===== src/rtl/rom_rd_pkg.sv =====
package rom_rd_pkg;

  typedef enum logic [2:0] {
    ST_IDLE,
    ST_SETUP,
    ST_READ,
    ST_REL,
    ST_RESP
  } rd_state_t;

  // ceiling division for elaboration-time cycle counts
  function automatic int cdiv(input int num, input int den);
    return (num + den - 1) / den;
  endfunction

  function automatic int imax(input int a, input int b);
    return (a > b) ? a : b;
  endfunction

endpackage


===== src/rtl/rom_wait_timer.sv =====
module rom_wait_timer #(
  parameter int W = 4
) (
  input  logic         clk,
  input  logic         rst_n,
  input  logic         load,
  input  logic [W-1:0] len,
  output logic         zero
);
  logic [W-1:0] cnt;

  always_ff @(posedge clk or negedge rst_n) begin
    if (!rst_n)         cnt <= '0;
    else if (load)      cnt <= len;
    else if (cnt != '0) cnt <= cnt - 1'b1;
  end

  assign zero = (cnt == '0);

  // a nonzero load must hold off completion for at least one cycle
  a_r5_timer_holds: assert property (@(posedge clk) disable iff (!rst_n)
    (load && len != '0) |=> !zero);

endmodule


===== src/rtl/rom_rd_capture.sv =====
module rom_rd_capture #(
  parameter int DW = 16
) (
  input  logic          clk,
  input  logic          rst_n,
  input  logic          cap,
  input  logic          byte_mode,
  input  logic [DW-1:0] dq,
  output logic [DW-1:0] data
);
  localparam int HW = DW / 2;

  logic [DW-1:0] ext;

  always_comb begin
    if (byte_mode) ext = {{(DW-HW){1'b0}}, dq[HW-1:0]};
    else           ext = dq;
  end

  always_ff @(posedge clk or negedge rst_n) begin
    if (!rst_n)   data <= '0;
    else if (cap) data <= ext;
  end

  // byte captures are zero-extended
  a_r3_zero_ext: assert property (@(posedge clk) disable iff (!rst_n)
    (cap && byte_mode) |=> (data[DW-1:HW] == '0));

endmodule


===== src/rtl/rom_rd_ctrl.sv =====
module rom_rd_ctrl
  import rom_rd_pkg::*;
#(
  parameter int CLK_NS = 20,
  parameter int ACC_NS = 150,
  parameter int OE_NS  = 70,
  parameter int HZ_NS  = 20,
  parameter int AW     = 19,
  parameter int DW     = 16
) (
  input  logic          clk,
  input  logic          rst_n,
  input  logic          req_valid,
  output logic          req_ready,
  input  logic [AW:0]   req_addr,
  input  logic          req_byte,
  output logic          rsp_valid,
  input  logic          rsp_ready,
  output logic [DW-1:0] rsp_data,
  output logic          mem_ce_n,
  output logic          mem_oe_n,
  output logic          mem_byte_n,
  output logic [AW-1:0] mem_addr,
  input  logic [DW-1:0] mem_dq_i,
  output logic          mem_top_out,
  output logic          mem_top_oe
);
  localparam int T_ACC = cdiv(ACC_NS, CLK_NS) + 1;
  localparam int T_OE  = cdiv(OE_NS, CLK_NS) + 1;
  localparam int T_RD  = imax(T_ACC, T_OE);
  localparam int T_HZ  = cdiv(HZ_NS, CLK_NS) + 1;
  localparam int TW    = $clog2(imax(T_RD, T_HZ) + 1) + 1;

  rd_state_t state;
  logic      tmr_load, tmr_zero, cap;
  logic [TW-1:0] tmr_len;

  wire accept = req_valid && req_ready;

  always_ff @(posedge clk or negedge rst_n) begin
    if (!rst_n) begin
      state       <= ST_IDLE;
      mem_addr    <= '0;
      mem_top_out <= 1'b0;
      mem_top_oe  <= 1'b0;
      mem_byte_n  <= 1'b1;
    end else begin
      case (state)
        ST_IDLE: if (accept) begin
          mem_addr    <= req_byte ? req_addr[AW:1] : req_addr[AW-1:0];
          mem_top_out <= req_addr[0];
          mem_top_oe  <= req_byte;
          mem_byte_n  <= ~req_byte;
          state       <= ST_SETUP;
        end
        ST_SETUP: state <= ST_READ;
        ST_READ: if (tmr_zero) begin
          mem_top_oe <= 1'b0;
          state      <= ST_REL;
        end
        ST_REL:  if (tmr_zero) state <= ST_RESP;
        ST_RESP: if (rsp_ready) state <= ST_IDLE;
        default: state <= ST_IDLE;
      endcase
    end
  end

  assign cap       = (state == ST_READ) && tmr_zero;
  assign tmr_load  = (state == ST_SETUP) || cap;
  assign tmr_len   = (state == ST_SETUP) ? TW'(T_RD - 1) : TW'(T_HZ - 1);
  assign req_ready = (state == ST_IDLE);
  assign rsp_valid = (state == ST_RESP);
  assign mem_ce_n  = (state != ST_READ);
  assign mem_oe_n  = (state != ST_READ);

  rom_wait_timer #(.W(TW)) u_timer (
    .clk(clk), .rst_n(rst_n), .load(tmr_load), .len(tmr_len), .zero(tmr_zero)
  );

  rom_rd_capture #(.DW(DW)) u_cap (
    .clk(clk), .rst_n(rst_n), .cap(cap), .byte_mode(~mem_byte_n),
    .dq(mem_dq_i), .data(rsp_data)
  );

  // checker counters: enable-low run length and enable-high gap
  localparam int CW = $clog2(imax(T_RD, T_HZ) + 1) + 1;
  logic [CW-1:0] on_cnt, off_cnt;

  always_ff @(posedge clk or negedge rst_n) begin
    if (!rst_n) begin
      on_cnt  <= '0;
      off_cnt <= CW'(T_HZ);
    end else if (!mem_ce_n) begin
      off_cnt <= '0;
      if (on_cnt < CW'(T_RD)) on_cnt <= on_cnt + 1'b1;
    end else begin
      on_cnt <= '0;
      if (off_cnt < CW'(T_HZ)) off_cnt <= off_cnt + 1'b1;
    end
  end

  a_r1_idle_quiet: assert property (@(posedge clk) disable iff (!rst_n)
    req_ready |-> (mem_ce_n && mem_oe_n && !mem_top_oe && !rsp_valid));

  a_r3_top_byte_only: assert property (@(posedge clk) disable iff (!rst_n)
    mem_top_oe |-> !mem_byte_n);

  a_r4_width_stable: assert property (@(posedge clk) disable iff (!rst_n)
    !mem_ce_n |-> $stable(mem_byte_n));

  a_r5_read_wait: assert property (@(posedge clk) disable iff (!rst_n)
    $rose(mem_ce_n) |-> (on_cnt >= CW'(T_RD)));

  a_r6_addr_stable: assert property (@(posedge clk) disable iff (!rst_n)
    !mem_ce_n |-> ($stable(mem_addr) && $stable(mem_top_out) && $stable(mem_top_oe)));

  a_r7_release_gap: assert property (@(posedge clk) disable iff (!rst_n)
    ($fell(mem_ce_n) || $rose(mem_top_oe)) |-> (off_cnt >= CW'(T_HZ)));

  a_r9_rsp_hold: assert property (@(posedge clk) disable iff (!rst_n)
    (rsp_valid && !rsp_ready) |=> (rsp_valid && $stable(rsp_data)));

  a_r10_oe_in_ce: assert property (@(posedge clk) disable iff (!rst_n)
    !mem_oe_n |-> !mem_ce_n);

endmodule


===== config.mk =====
export PLATFORM = sky130hd
export DESIGN_NAME = rom_rd_ctrl
export DESIGN_NICKNAME = d
export VERILOG_FILES = /design/src/rtl/rom_rd_pkg.sv /design/src/rtl/rom_wait_timer.sv /design/src/rtl/rom_rd_capture.sv /design/src/rtl/rom_rd_ctrl.sv
export SDC_FILE = /design/constraint.sdc
export NUM_CORES = 1
export LEC_CHECK = 0
export BUFFER_PORTS_ARGS = -buffer_cell sky130_fd_sc_hd__clkbuf_2
export CAP_MARGIN = 20
export CORE_ASPECT_RATIO = 0.9
export CORE_UTILIZATION = 52
export CTS_CLUSTER_SIZE = 25
export DETAILED_ROUTE_END_ITERATION = 6
export PLACE_DENSITY = 0.9
export SYNTH_ARGS = -nofsm -noshare
export SYNTH_HDL_FRONTEND = slang
export SYNTH_SLANG_ARGS = --single-unit

===== constraint.sdc =====
create_clock -name clk -period 4.9 [get_ports clk]
set_input_delay 0.98 -clock clk [delete_from_list [all_inputs] [get_ports clk]]
set_output_delay 0.98 -clock clk [all_outputs]
set_load 0.01 [all_outputs]

---- Word-level counts from Yosys, hierarchy flattened ----
Cells that the tools add are included.
Widths: inputs -> output; s select.
storage, ports and cells
  register bits after elaboration ......... 46
  latch bits .............................. 0
  RAM bits ................................ 0
  memory bits (read-only) ................. 0
  input port bits ......................... 41
  output and inout bits ................... 42
  word-level logic and storage cells ...... 42
  memories ................................ 0
operators by class
  add/subtract/negate cells ............... 1
  multipliers ............................. 0
  div/mod/pow operators ................... 0
  $lt $le $gt $ge ......................... 0
  equality and inequality tests ........... 9
  shift operators ......................... 0
  muxes and demuxes ....................... 13
  bitwise operators ....................... 1
  reductions and logical operators ........ 11
operators with widths
  kind                 count
  $mux 19              1
  $mux 16              1
  $pmux 3 s5           1
  $mux 3               4
  $mux 5               2
  $eq 3x2->1 const B   2
  $logic_not 5->1      1
  $reduce_bool 5->1    1
  $sub 5x1->5 const B  1
  $mux 4               1
  $ne 2x1->1 const B   2
  $ne 2x2->1 const B   2
  $reduce_and 4->1     1
  $reduce_bool 2->1    2
  $eq 3x1->1 const B   1
  $eq 3x3->1 const B   1
  $logic_not 3->1      1
  $ne 3x2->1 const B   1
  $reduce_and 3->1     1
  $logic_and 1x1->1    2
  $mux 1               2
  $pmux 1 s2           1
  $reduce_and 2->1     1
  $logic_or 1x1->1     1
  $not 1->1            1

---- Depth between registers and ports, before layout ----
Gate-level depths: netlist of run 1.
  depth after elaboration ................. 4
  depth in mapped cells ................... 7
  depth with buffers taken out ............ 5

---- By module ----
A second synthesis of run 1 with hierarchy kept.
second synthesis, totals
  cell total of the unflattened synthesis .. 197
  area, all modules ....................... 2265.9 um2
modules (own cells, without submodules)
  module          times used  cells an instance  area each (um2)  seq. area each (um2)
  rom_rd_ctrl     1           119                1323.8           626.9
  rom_rd_capture  1           51                 663.1            400.4
  rom_wait_timer  1           27                 279.0            125.1

---- Worst setup path after synthesis of run 1 ----
Ideal clock, no wire load.
  path type ............................... register to output
  start ................................... register state[2]
  end ..................................... output mem_oe_n
  data arrival time ....................... 1226 ps
  data required time ...................... 3920 ps
  path slack .............................. 2694 ps
  cell stages (with the launch flop) ...... 5
  buffers on the path ..................... 3
  path through ............................ dfrtp_1 buf_2 or3b_2 buf_4 buf_4
between the ends
  word-level cells in the longest chain between the ends .. 1
ends and longest elaborated chain
  item                    RTL line           RTL
  start, declared         rom_rd_ctrl.sv:34  rd_state_t state;
  start signal, assigned  rom_rd_ctrl.sv:42  state <= ST_IDLE;
  start signal, assigned  rom_rd_ctrl.sv:54  state <= ST_SETUP;
  start signal, assigned  rom_rd_ctrl.sv:56  ST_SETUP: state <= ST_READ;
  $ne 3x2->1              n/a
  end, declared           rom_rd_ctrl.sv:21  output logic mem_oe_n,
Every way passes these cells.

---- Final worst setup path of run 1 ----
  start ................................... register state[1]
  end ..................................... output mem_oe_n
between the ends
  word-level cells in the longest chain between the ends .. 1
ends and longest elaborated chain
  item        RTL line           RTL
  $ne 3x2->1  rom_rd_ctrl.sv:74  assign mem_oe_n = (state != ST_READ);
Every way passes these cells.

==> results.yml, run 1 <==
place:
  dp_hpwl_mm: 3.20
  port_buffers: 82
  gp_congestion: 0.766
  dpl_cell_area_sq_um: 2510
  dp.cells: 305
logic_synthesis:
  syn_inst: 189
  synth_cell_types: 33
  synth_top_flop_cell: "dfrtp_1"
  yosys_warnings: 0
  syn_nets: 231
  netlist_area_sq_um: 2090
  yosysTopAreaCellShare: 0.539
  async_flop_share: 1.00
  synth-seq-area-share: 0.551
  synthTopCellsByCount: "dfrtp_1 (45), nor2_1 (24), a21oi_1 (20)"
  yosysMostFrequentCell: "dfrtp_1"
  yosysTopAreaCell: "dfrtp_1"
  synth-seq-cells: 46
  synthTopCellsByArea: "dfrtp_1 (54%), mux2i_1 (9.1%), mux2_4 (5.7%), a21oi_1 (4.8%), o21ai_0 (4.3%)"
  syn_avg_cell_area_sq_um: 11.1
  synth-edff-count: 0
floorplanning:
  die_area_sq_um: 4280
  num_rows: 21
  ios: 83
  die_y_um: 62.2
  core_sq_um: 3780
  die_w_um: 68.8
  initial_utilization: 0.553
drt:
  dr_total_vias: 1656
  first_pass_iters: 4
  drc: 0
  drt_iter0_markers: 105
  routed_wl_mm: 4.25
  drt-wirelength-per-cell_um: 13.6
  ant_nets: 0
  viasPerCell: 5.31
layout:
  layout-drive-gt1-share: 0.387
  area_growth_pct: 23.8
  instances_no_fill: 312
  fin_nets: 308
  fin_area_sq_um: 2590
  fillers: 305
  insertedDiodeCount: 0
sta:
  period_minus_slack_ns: 2.61
  fin_skew_ns: 0.00260
  tightest_slew_ns: 0.834
  slew_viol_final: 0
  tns_ns: 0
  fmax_mhz: 383
  finalCritPeriodShare: 0.533
  finalHoldViolations: 0
  grt_setup_unrepaired: "false"
  max-slew-margin-rel: 0.441
  finalSetupViolations: 0
global_routing:
  grt_usage: 0.217
  antenna_found_initial: 0
  grt_pass1_wl_mm: 6.82
  grt_max_degree: 31
  grt_pass1_vias: 1527
  grt-ovfl-total: 0
clock_tree:
  postCtsHoldBufs: 0
  clock_latency_ns: 0.29
  cts_buffers: 5
  cts_tree: "yes"
  cts_setup_buffers: 0
  cts_root_buf: "clkbuf_8"
  post_cts_resized: 0
  clk_path_buf_depth: 2
  cts.clk_slew.worst_paths_ns: 0.07
  clock-sinks: 46
  htree_levels: 2
run_status:
  status: "complete, no violations"
critical_path:
  cp.arrival_ns: 1.63
  crit_path_cell_trace: "or3b_2, clkbuf_2"
  cpLargestDelayFamily: "simple AND/OR/NAND/NOR gates"
  worst_path_max_delay_cell: "or3b_2"
  crit_buf_inv: 1
  critical-path-max-stage-delay_ns: 0.62
  cp.required_ns: 3.92
  critPathLaunchType: "flip-flop"
  crit_path_end_kind: "primary output"
  cp_max_fo: 11
  critPathKind: "flip-flop to primary output"
pwr:
  ir_worst_vdd_uv: 370
  power_density_nw_per_um2: 595
  leakagePower_nw: 1.31
run:
  drv_cap: 0
min_path:
  hold_class: "flip-flop to flip-flop"
## report_power, final
part,internal [mW],switching (mW),total [mW]
Combinational,0.310,0.331,0.641
Sequential,0.560,0.127,0.687
Clock,0.0983,0.114,0.212
Total,0.968,0.572,1.54
## path summary, 6_finish.rpt
| path | startpoint | endpoint | slack [ns] | depth (start not counted) |
|---|---|---|---|---|
| worst min register to register | u_cap.data[6]$_DFFE_PN0P_ | u_cap.data[6]$_DFFE_PN0P_ | 0.52 | 1 |
| worst max-delay path | state[1]$_DFFE_PN0P_ | mem_oe_n | 2.29 | 2 |
| min in group asynchronous | rst_n | mem_addr[12]$_DFFE_PN0P_ | 0.61 | 1 |
| worst max register to register | u_timer.cnt[0]$_DFFE_PN0P_ | u_cap.data[6]$_DFFE_PN0P_ | 2.54 | 5 |
| worst min-delay path | u_cap.data[6]$_DFFE_PN0P_ | u_cap.data[6]$_DFFE_PN0P_ | 0.52 | 1 |
| max in group asynchronous | rst_n | mem_byte_n$_DFFE_PN1P_ | 3.72 | 2 |
## layer usage
layer | vias to the layer above | GRT usage | share of wire
li1 | 808 | - | -
met1 | 777 | 0.289 | 0.43
met2 | 62 | 0.341 | 0.50
met3 | 9 | 0.0349 | 0.050
met4 | 0 | 0.0969 | 0.022
met5 | - | 0 | 0
## placed cells by master, fill, tap and decap left out, drive strengths merged
cell	n
dfrtp	45
nand3	1
ha	1
and4b	1
nand3b	1
nand2	11
mux2i	19
nand2b	4
dfstp	1
or3	1
inv	3
a21oi	20
clkbuf	89
a2111oi	1
o21ai	18
or4b	1
nor2	25
nor4b	2
and3	1
nor3	3
o22ai	2
mux2	9
or3b	1
a211oi	2
buf	2
o21a	1
xnor2	1
## cells by family (layout without fill, tap and decap cells)
kind of cell / Yosys count / count (layout) / share of synthesized area
AOI/OAI and AO/OA: 44 / 44 / 0.115
xor gates and xnor gates: 1 / 1 / 0.00419
adders and majority gates: 1 / 1 / 0.00598
buffers and inverters: 17 / 94 / 0.0455
DFF: 46 / 46 / 0.551
muxes: 28 / 28 / 0.154
and+or+nand+nor: 52 / 52 / 0.124
## registers in the layout, summed over array words and instances (netlist names)
name         count
mem_addr        19
u_cap.data      16
u_timer.cnt      5
state            3
mem_byte_n       1
mem_top_oe       1
mem_top_out      1
## metrics by stage
step	total power, mW	utilization	hold WS [ns]	setup slack, ns
after global routing	1.66	0.684	0.535	2.18
after floorplan	1.10	-	0.477	2.69
final	1.54	0.684	0.516	2.29
after CTS	1.56	0.684	0.514	2.27
after detailed placement	1.34	0.664	0.492	2.43
after global placement	1.31	0.658	0.491	2.45
## final cells by class
class / count / area, sq um / share of cell area
tap: 46 / 57.6 / 0.0222
multi-input combinational: 126 / 852 / 0.329
sequential: 46 / 1150 / 0.445
clock buffer: 7 / 76.3 / 0.0295
inverter: 3 / 11.3 / 0.00435
timing repair buffer: 84 / 438 / 0.169
Power figures use the tool's default switching activity.
==> run 2: changes to the inputs <==
CORE_UTILIZATION = 48   (was 52)
PLACE_DENSITY = 0.84   (was 0.9)
clock period = 2.65 ns   (was 4.9 ns; I/O delays follow)
==> results.yml, run 2 (synthesized netlist as in run 1, its figures left out) <==
drt:
  first_pass_iters: 4
  routed_wl_mm: 4.22
  viasPerCell: 5.20
  drt-wirelength-per-cell_um: 13.4
  ant_nets: 0
  dr_total_vias: 1644
  drt_iter0_markers: 76
  drc: 0
global_routing:
  grt_usage: 0.201
  grt_pass1_wl_mm: 7.09
  grt_max_degree: 47
  antenna_found_initial: 0
  grt_pass1_vias: 1570
  grt-ovfl-total: 0
layout:
  layout-drive-gt1-share: 0.392
  reg.largest.list: "mem_addr (19), u_cap.data (16), u_timer.cnt (5)"
  multi_input_area_sq_um: 852
  insertedDiodeCount: 0
  largest_reg_flops: 19
  fillers: 360
  layout_commonest_cell: "clkbuf_2"
  top_register: "mem_addr"
  instances_no_fill: 316
  post-route-util: 0.629
  seq_area_sq_um: 1150
  area_growth_pct: 24.3
  fin_nets: 309
  fin_area_sq_um: 2600
  layout_common_cells: "clkbuf_2 (82), dfrtp_1 (45), nor2_1 (24), a21oi_1 (20), mux2i_1 (19)"
sta:
  period_minus_slack_ns: 2.17
  max-slew-margin-rel: 0.568
  finalSetupViolations: 0
  finalCritPeriodShare: 0.817
  finalHoldViolations: 0
  grt_setup_unrepaired: "false"
  setup_slack_ns: 0.484
  tightest_slew_ns: 0.648
  fmax_mhz: 462
  whs_ns: 0.305
  fin_skew_ns: 0.00593
  slew_viol_final: 0
  tns_ns: 0
critical_path:
  r2r_slack_ns: 0.61
  cp.arrival_ns: 1.64
  crit_path_end_kind: "primary output"
  critPathLaunchType: "flip-flop"
  r2r-start: "u_timer.cnt[0]$_DFFE_PN0P_"
  critPathKind: "flip-flop to primary output"
  crit_path_cell_trace: "or3b_2, clkbuf_2"
  cp.required_ns: 2.12
  critical-path-max-stage-delay_ns: 0.62
  cp_max_fo: 11
  reg2regPathDepth: 5
  worst_path_max_delay_cell: "or3b_2"
  r2r_end: "u_cap.data[2]$_DFFE_PN0P_"
floorplanning:
  num_rows: 22
  initial_utilization: 0.506
  die_w_um: 71.6
  core_sq_um: 4130
  die_area_sq_um: 4620
  die_y_um: 64.6
  ios: 83
place:
  port_buffers: 82
  gp_congestion: 0.778
  dpl_cell_area_sq_um: 2510
  dp.cells: 308
  pre_cts_slack_ns: 0.597
  dp_hpwl_mm: 3.04
clock_tree:
  postCtsHoldBufs: 0
  cts_buffers: 5
  htree_levels: 2
  cts_tree: "yes"
  cts.clk_slew.worst_paths_ns: 0.08
  cts_setup_buffers: 0
  clock_latency_ns: 0.29
  cts_root_buf: "clkbuf_8"
  clk_path_buf_depth: 2
  post_cts_resized: 0
  clock-sinks: 46
pwr:
  p_int_mw: 1.83
  totalPowerFinal_mw: 2.88
  power_frac_seq: 0.441
  clock_power_share: 0.147
  p_sw_frac: 0.367
  ir_worst_vdd_uv: 533
  power_switching_mw: 1.06
  power_frac_comb: 0.411
  leakagePower_nw: 1.31
  power_density_nw_per_um2: 1110
run:
  drv_cap: 0
run_status:
  status: "complete, no violations"
min_path:
  hold_class: "input port to async pin"
==> run 2: changes by cell type in the layout (fill, tap and decap cells not counted) <==
cell | previous run | this run
buf_12 | 1 | 0
clkbuf_8 | 5 | 6
buf_4 | 1 | 3
==> run 2: critical path, delay by kind of cell (launching register included) <==
| kind | cells | cell delay (ns) |
|---|---|---|
| buffers and inverters | 1 | 0.18 |
| AND/OR/NAND/NOR | 1 | 0.62 |
| flip-flops | 1 | 0.55 |
==> run 2: worst max-delay path by stage <==
stage	from	endpoint	slack [ns]	cells past startpoint
after CTS	state[1]$_DFFE_PN0P_	mem_oe_n	0.49	2
final	state[1]$_DFFE_PN0P_	mem_oe_n	0.48	2
after detailed placement	u_timer.cnt[0]$_DFFE_PN0P_	u_cap.data[2]$_DFFE_PN0P_	0.60	5
after global routing	state[1]$_DFFE_PN0P_	mem_ce_n	0.42	2
after global placement	u_timer.cnt[0]$_DFFE_PN0P_	u_cap.data[5]$_DFFE_PN0P_	0.67	5
after floorplan	u_timer.cnt[0]$_DFFE_PN0P_	u_cap.data[0]$_DFFE_PN0P_	0.77	7
==> run 2: layout make-up <==
class,count,area share
clock buffer,8,0.0347
inverter,3,0.00433
multi-input combinational,126,0.328
sequential,46,0.443
tap,48,0.0231
timing repair buffer,85,0.167
==> run 2: power groups by stage <==
stage / Clock, mW / Combinational (mW) / Sequential, mW
2_1_floorplan: 0 / 0.683 / 1.35
3_3_place_gp: 0 / 1.16 / 1.27
3_5_place_dp: 0 / 1.21 / 1.28
4_1_cts: 0.442 / 1.20 / 1.28
5_1_grt: 0.482 / 1.33 / 1.31
6_report: 0.425 / 1.19 / 1.27
==> run 2: layer usage <==
| layer | GRT usage | share of wire |
|---|---|---|
| met1 | 0.255 | 0.46 |
| met2 | 0.330 | 0.47 |
| met3 | 0.0622 | 0.058 |
| met4 | 0.0662 | 0.012 |
| met5 | 0 | 0 |
==> run 3: changes to the inputs <==
clock period = 2.09 ns   (was 2.65 ns; I/O delays follow)
==> results.yml, run 3 (synthesized netlist as in run 1, its figures left out) <==
sta:
  fin_skew_ns: 0.00193
  whs_ns: 0.0243
  tns_ns: 0
  finalSetupViolations: 0
  finalCritPeriodShare: 0.958
  slew_viol_final: 0
  finalHoldViolations: 0
  tightest_slew_ns: 0.647
  fmax_mhz: 500
  period_minus_slack_ns: 2.00
  grt_setup_unrepaired: "false"
  max-slew-margin-rel: 0.569
global_routing:
  grt-ovfl-total: 0
  grt_pass1_vias: 1607
  grt_pass1_wl_mm: 7.59
  grt_usage: 0.211
  grt_max_degree: 44
  antenna_found_initial: 0
floorplanning:
  initial_utilization: 0.506
  core_sq_um: 4130
  die_y_um: 64.6
  ios: 83
  die_area_sq_um: 4620
  num_rows: 22
  die_w_um: 71.6
critical_path:
  crit_path_end_kind: "flip-flop"
  critPathLaunchType: "flip-flop"
  cp_max_fo: 9
  cp.required_ns: 2.26
  cp.arrival_ns: 2.17
  critPathKind: "flip-flop to flip-flop"
drt:
  dr_total_vias: 1687
  routed_wl_mm: 4.52
  drt_iter0_markers: 80
  ant_nets: 0
  first_pass_iters: 4
  viasPerCell: 5.24
  drc: 0
  drt-wirelength-per-cell_um: 14.0
layout:
  area_growth_pct: 28.0
  fin_nets: 315
  insertedDiodeCount: 0
  instances_no_fill: 322
  layout_commonest_cell: "clkbuf_2"
  layout_common_cells: "clkbuf_2 (82), dfrtp_1 (45), nor2_1 (24), a21oi_1 (20), mux2i_1 (19)"
  top_register: "mem_addr"
  layout-drive-gt1-share: 0.412
  largest_reg_flops: 19
  reg.largest.list: "mem_addr (19), u_cap.data (16), u_timer.cnt (5)"
clock_tree:
  cts_buffers: 5
  htree_levels: 2
  post_cts_resized: 0
  clock_latency_ns: 0.28
  clock-sinks: 46
  cts.clk_slew.worst_paths_ns: 0.08
  cts_tree: "yes"
  cts_root_buf: "clkbuf_8"
  postCtsHoldBufs: 0
  clk_path_buf_depth: 2
  cts_setup_buffers: 0
pwr:
  leakagePower_nw: 1.36
  power_density_nw_per_um2: 1410
  ir_worst_vdd_uv: 788
place:
  dp.cells: 314
  port_buffers: 82
  gp_congestion: 0.776
  dp_hpwl_mm: 3.37
min_path:
  hold_class: "input port to async pin"
run:
  drv_cap: 0
run_status:
  status: "complete, no violations"
run 3: changes by cell type in the layout (fill, tap and decap cells not counted):
cell      before  now
buf_4          3    8
clkbuf_1       2    0
clkbuf_8       6    8
buf_12         0    1
run 3: path summary, 6_finish.rpt:
path,cells past startpoint,endpoint,from,slack [ns]
max in group asynchronous,2,mem_addr[7]$_DFFE_PN0P_,rst_n,1.51
max reg2reg,5,u_cap.data[3]$_DFFE_PN0P_,u_timer.cnt[0]$_DFFE_PN0P_,0.09
max,5,u_cap.data[3]$_DFFE_PN0P_,u_timer.cnt[0]$_DFFE_PN0P_,0.09
min,1,u_cap.data[4]$_DFFE_PN0P_,rst_n,0.02
min in group clk,2,state[2]$_DFFE_PN0P_,rsp_ready,0.34
min reg2reg,2,u_cap.data[8]$_DFFE_PN0P_,u_cap.data[8]$_DFFE_PN0P_,0.51
run 3: report_power, final:
part | leakage [nW] | total (mW) | switching, mW | internal (mW)
Combinational | 0.765 | 1.60 | 0.826 | 0.773
Sequential | 0.538 | 1.58 | 0.268 | 1.31
Clock | 0.0575 | 0.605 | 0.271 | 0.334
run 3: metal layers:
metal / global-route usage / routed length (um) / vias up
li1: - / - / 825
met1: 0.297 / 2180 / 809
met2: 0.332 / 2130 / 51
met4: 0.0588 / 33 / 0
met5: 0 / 0 / -
met3: 0.0451 / 175 / 2
run 3: stage by stage:
step	setup slack, ns	util	cell area, sq um	total power [mW]
floorplan	0.205	-	2090	2.58
global placement	0.128	0.622	2570	3.13
CTS	0.0556	0.648	2680	3.83
detailed placement	0.0689	0.622	2570	3.21
finish	0.0887	0.648	2680	3.79
global route	0.00162	0.648	2680	4.07
run 3: layout make-up:
class | count | area (sq um)
Fill cell | 351 | 1450
Timing Repair Buffer | 91 | 490
Clock buffer | 8 | 110
Multi-Input combinational cell | 126 | 852
Tap cell | 48 | 60.1
Inverter | 3 | 11.3
Sequential cell | 46 | 1150
run 3: critical path, stage by stage (launching register included):
cell and delay, ns:
dfrtp_1 0.41, inv_1 0.07, ha_1 0.20, or4b_1 0.53
nor2_4 0.34, mux2_4 0.34
